File: src/rtl/dskc_regfile.sv
module dskc_regfile #(
  parameter int W  = 12,
  parameter int SW = 6,
  parameter int CW = 9
) (
  input  logic          clk,
  input  logic          rst_n,
  input  logic          bus_init,
  input  logic          iot_valid,
  input  logic [W-1:0]  iot_code,
  input  logic [W-1:0]  acc_in,
  output logic [W-1:0]  rd_data,
  output logic          rd_hit,
  output logic [W-1:0]  cmd_a,
  output logic [W-1:0]  cmd_b,
  output logic          seek_dir,
  output logic          head_sel,
  output logic [CW-1:0] cyl_val,
  output logic          byte_mode,
  output logic          int_en,
  output logic [1:0]    drive_sel,
  output logic [2:0]    mem_field,
  output logic [SW-1:0] sector,
  output logic [CW+SW:0] disk_addr,
  output logic [W-1:0]  brk_addr,
  output logic [W-1:0]  word_cnt,
  output logic          exec_pulse,
  output logic [2:0]    exec_func,
  output logic          err_clr
);

  localparam logic [W-1:0] C_LD_BMA = 12'o6602;
  localparam logic [W-1:0] C_LD_CRA = 12'o6603;
  localparam logic [W-1:0] C_LD_CRB = 12'o6604;
  localparam logic [W-1:0] C_LD_SA  = 12'o6605;
  localparam logic [W-1:0] C_LD_WC  = 12'o6607;
  localparam logic [W-1:0] C_RD_WC  = 12'o6611;
  localparam logic [W-1:0] C_RD_CRA = 12'o6612;
  localparam logic [W-1:0] C_RD_CRB = 12'o6613;
  localparam logic [W-1:0] C_RD_SA  = 12'o6614;

  logic [W-1:0]  cra_q, crb_q, bma_q, wc_q;
  logic [SW-1:0] sa_q;
  logic          exec_q;

  wire ld_ok  = iot_valid && !bus_init;
  wire ld_bma = ld_ok && iot_code == C_LD_BMA;
  wire ld_cra = ld_ok && iot_code == C_LD_CRA;
  wire ld_crb = ld_ok && iot_code == C_LD_CRB;
  wire ld_sa  = ld_ok && iot_code == C_LD_SA;
  wire ld_wc  = ld_ok && iot_code == C_LD_WC;

  always_ff @(posedge clk or negedge rst_n) begin
    if (!rst_n) begin
      cra_q  <= '0;
      crb_q  <= '0;
      bma_q  <= '0;
      wc_q   <= '0;
      sa_q   <= '0;
      exec_q <= 1'b0;
    end else if (bus_init) begin
      cra_q  <= '0;
      crb_q  <= '0;
      bma_q  <= '0;
      wc_q   <= '0;
      sa_q   <= '0;
      exec_q <= 1'b0;
    end else begin
      if (ld_cra) cra_q <= acc_in;
      if (ld_crb) crb_q <= acc_in;
      if (ld_bma) bma_q <= acc_in;
      if (ld_wc)  wc_q  <= acc_in;
      if (ld_sa)  sa_q  <= acc_in[SW-1:0];
      exec_q <= ld_crb;
    end
  end

  always_comb begin
    rd_data = '0;
    rd_hit  = 1'b0;
    if (iot_valid) begin
      unique case (iot_code)
        C_RD_CRA: begin rd_data = cra_q; rd_hit = 1'b1; end
        C_RD_CRB: begin rd_data = crb_q; rd_hit = 1'b1; end
        C_RD_WC:  begin rd_data = wc_q;  rd_hit = 1'b1; end
        C_RD_SA:  begin rd_data = {{(W-SW){1'b0}}, sa_q}; rd_hit = 1'b1; end
        default:  ;
      endcase
    end
  end

  assign cmd_a      = cra_q;
  assign cmd_b      = crb_q;
  assign seek_dir   = cra_q[W-1];
  assign head_sel   = cra_q[W-2];
  assign cyl_val    = cra_q[CW-1:0];
  assign sector     = sa_q;
  assign disk_addr  = {head_sel, cyl_val, sa_q};
  assign exec_func  = crb_q[2:0];
  assign mem_field  = crb_q[5:3];
  assign drive_sel  = crb_q[7:6];
  assign int_en     = crb_q[8];
  assign byte_mode  = crb_q[9];
  assign brk_addr   = bma_q;
  assign word_cnt   = wc_q;
  assign exec_pulse = exec_q;
  assign err_clr    = exec_q;

  p_load_cra_r1: assert property (@(posedge clk) disable iff (!rst_n)
    (iot_valid && !bus_init && iot_code == C_LD_CRA) |=> cmd_a == $past(acc_in));

  p_exec_func_r4: assert property (@(posedge clk) disable iff (!rst_n)
    exec_pulse |-> exec_func == $past(acc_in[2:0]) && $past(iot_valid));

  p_exec_needs_load_r4: assert property (@(posedge clk) disable iff (!rst_n)
    (!iot_valid || iot_code != C_LD_CRB || bus_init) |=> !exec_pulse);

  p_err_with_exec_r5: assert property (@(posedge clk) disable iff (!rst_n)
    err_clr == exec_pulse);

  p_read_no_change_r8: assert property (@(posedge clk) disable iff (!rst_n)
    (rd_hit && !bus_init) |=> $stable(cmd_a) && $stable(cmd_b) && $stable(sector)
      && $stable(word_cnt) && $stable(brk_addr));

  p_init_clear_r9: assert property (@(posedge clk) disable iff (!rst_n)
    bus_init |=> cmd_a == '0 && cmd_b == '0 && sector == '0 && word_cnt == '0
      && brk_addr == '0 && !exec_pulse);

  p_idle_bus_r8: assert property (@(posedge clk) disable iff (!rst_n)
    !iot_valid |-> rd_data == '0 && !rd_hit);

endmodule

File: config.mk
export PLATFORM = sky130hd
export DESIGN_NAME = dskc_regfile
export DESIGN_NICKNAME = d
export VERILOG_FILES = /design/src/rtl/dskc_regfile.sv
export SDC_FILE = /design/constraint.sdc
export NUM_CORES = 1
export LEC_CHECK = 0
export BUFFER_PORTS_ARGS = -buffer_cell sky130_fd_sc_hd__buf_2
export CORE_MARGIN = 2
export CORE_UTILIZATION = 49
export DETAILED_ROUTE_END_ITERATION = 10
export GPL_TIMING_DRIVEN = 0
export PLACE_DENSITY = 0.81
export REMOVE_ABC_BUFFERS = 1
export SETUP_SLACK_MARGIN = 0.4
export SLEW_MARGIN = 20
export SYNTH_ARGS = -nofsm -noshare
export SYNTH_HDL_FRONTEND = slang
export SYNTH_SLANG_ARGS = --single-unit
File: constraint.sdc
create_clock -name clk -period 2.55 [get_ports clk]
set_clock_uncertainty 0.15 [all_clocks]
set_input_delay 0.51 -clock clk [delete_from_list [all_inputs] [get_ports clk]]
set_output_delay 0.51 -clock clk [all_outputs]
set_load 0.05 [all_outputs]
==> metrics.md <==
| Metric | Value |
|---|---|
| Number of global-route vias before repair | `2735` |
| Count leader, synth | `nand2b_1` |
| Max-slew violations | `0` |
| Worst slew pin tran | `0.973 ns` |
| Yosys top cell area share | `41.0%` |
| Seq cells post-synth | `55` |
| Post-synth EDFFs | `0` |
| Synth area leaders | `dfrtp_1 (41%), mux2i_1 (16%), nand2b_1 (12%)` |
| Pwr/cell area | `356 nW/um^2` |
| Fin nets | `452` |
| Pin count of the biggest net entering global routing | `71` |
| Grt met3 use | `4.38%` |
| Worst-Skew Late Latency | `0.31 ns` |
| RePlAce Congestion | `0.698` |
| Critical Path Start Type | `primary input` |
| Cts bufs inserted | `5` |
| # fillers | `551` |
| Non-filler instance count after layout | `505` |
| Number of DRC markers in iteration 0 | `118` |
| Clock sink total | `55` |
| Post-route DRC | `0` |
| RSZ-0062 raised after global routing | `yes` |
| Slew headroom | `35.0%` |
| Level count of the clock H-tree | `2` |
| Distinct cell type count after synthesis | `25` |
| Min-delay worst type | `primary input to asynchronous set/reset pin` |
| Instance count of the mapped netlist | `317` |
| Post-DRT Antenna Nets | `0` |
| Initial antenna violation count | `0` |
| Die width | `86.7 um` |
| GRT overflow | `0` |
| Post-synthesis sequential area ratio | `41.0%` |
| PnR worst setup slack | `0.0580 ns` |
| Data required time of the worst path | `1.89 ns` |
| Core ar. | `6720 sq um` |
| Total chip power | `1.55 mW` |
| Crit Path Category | `primary input to primary output` |
| Most frequent cells after synthesis | `nand2b_1 (66), dfrtp_1 (55), mux2i_1 (54), buf_4 (43), nand4_1 (16)` |
| Async SR Flop Fraction | `100%` |
| Max Cap Viol | `0` |
| Status | `completed` |
| Cell taking the most area after synthesis | `dfrtp_1` |
| YS warnings | `0` |
| Fin crit period | `2.49 ns` |
| Post-route cell area | `4360 sq um` |
| Chip height | `86.7 um` |
| Area grow syn2layout | `30.1%` |
| Max VDD drop | `0.216 mV` |
| Met1 global-route usage | `32.0%` |
| Io pins | `134` |
| Drt first pass iters | `4` |
| Longest Clk Path Bufs | `2` |
| Routed wire length | `9.02 mm` |
| Dpl ws | `-1.10 ns` |
| Gr usage total | `24.1%` |
| Die Area | `7520 sq um` |
| N_diodes | `0` |
| DR vias | `2734` |
| First-pass GRT wire length | `14.0 mm` |
| Met2 usage | `41.0%` |
| Static Leak | `2.51 nW` |
| Placed cell area | `3770 sq um` |
| Initial Util | `49.9%` |
| CTS tree | `built` |
| Detailed-route wire length per cell | `17.9 um` |
| Row count | `30` |
| Worst-path clk slew | `0.09 ns` |
| Maximum fanout along the worst path | `5` |
| Worst EP arrival | `1.83 ns` |
| Top Usage Layer GRT | `met2` |
| Post-Synthesis Cell Area | `3350 sq um` |
| Hpwl dp | `5.30 mm` |
| Max Freq | `401 MHz` |
| Cell Count Post-Placement | `473` |
| CP endpoint kind | `primary output` |
| Hold Vio Cnt, Final | `0` |
| Layout cells sized above 1 | `47.3%` |
| Synth Area per Inst | `10.6 sq um` |
| Root buf cell | `clkbuf_8` |
| Via density | `5.41` |
| Synth Flop Type | `dfrtp_1` |
| Final period util | `97.7%` |
| Final Setup Violations | `0` |
| Port Buf Inserts | `133` |
| Total negative slack | `0 ns` |
-- per-layer routing --
metal,up-vias,share of wire [%]
met1,1341,43
met3,8,5.1
met4,0,0.98
li1,1282,-
met5,-,0
met2,103,51
-- cell usage in the layout (no fill, tap or decap), types with 2 or more instances in the layout --
cell type  count
a211oi_2       7
a211oi_4       5
a22oi_1        6
and2_1        12
and3b_1        2
buf_2        114
buf_4         19
buf_6         21
buf_8          4
clkbuf_8       7
dfrtp_1       55
mux2_2        12
mux2i_1       54
nand2_1        6
nand2b_1      66
nand4_1       16
nor2b_1        2
nor3b_1        2
-- state kept, by name, indices dropped and copies added, names as in the netlist --
| register | count |
|---|---|
| sector | 6 |
| brk_addr | 12 |
| err_clr | 1 |
| word_cnt | 12 |
| cmd_b | 12 |
| cmd_a | 12 |
-- kinds of logic (layout without fill, tap and decap cells) --
| family | after synthesis | in the layout | synth area share [%] |
|---|---|---|---|
| buffers and inverters | 60 | 168 | 11.6 |
| AND/OR/NAND/NOR | 116 | 116 | 22.6 |
| multiplexers | 66 | 66 | 20.1 |
| flip-flops | 55 | 55 | 41.0 |
| AO/OA/AOI/OAI | 20 | 20 | 4.59 |
-- per-stage QoR --
stage / utilization (%) / hold slack [ns]
after floorplan: - / 0.0644
after global placement: 55.5 / 0.378
after detailed placement: 56.1 / 0.382
after CTS: 64.6 / 0.129
after global routing: 65.0 / 0.148
final: 65.0 / 0.102
-- final timing paths --
kind	endpoint	slack (ns)	start	cells after the start
worst max-delay path	rd_data[0]	0.06	iot_code[6]	7
worst min-delay path	cmd_b[4]	0.10	rst_n	1
worst max register to register	cmd_a[6]	1.69	cmd_a[6]	2
worst min register to register	brk_addr[0]	0.40	brk_addr[0]	2
max in group asynchronous	cmd_b[2]	1.69	rst_n	1
min in group clk	cmd_a[11]	0.38	acc_in[11]	3
-- power by group --
part | internal (mW) | switching [mW] | leakage [nW]
logic | 0.0641 | 0.0925 | 1.69
clock network | 0.249 | 0.278 | 0.0515
registers | 0.871 | 0.0000490 | 0.769
-- repair_timing --
action	in CTS	in global routing
buffers inserted	23	1
hold buffers	0	0
gates resized for setup	70	3
hold endpoints to repair	0	0
pin swaps	13	4
endpoints found under the setup margin	67	24
-- layout make-up --
| cell class | instances | area (sq um) | share of cell area (%) |
|---|---|---|---|
| inverter | 1 | 3.75 | 0.0860 |
| sequential | 55 | 1380 | 31.5 |
| multi-input combinational | 202 | 1750 | 40.2 |
| timing repair buffer | 159 | 1030 | 23.6 |
| tap | 80 | 100 | 2.29 |
| clock buffer | 8 | 100 | 2.29 |
-- critical path, stage by stage --
cell       delay [ns]
buf_6            0.10
nor4b_4          0.31
buf_4            0.19
o2111ai_4        0.12
buf_6            0.18
a211oi_4         0.23
buf_6            0.20
(Power assumes the default switching activity.)
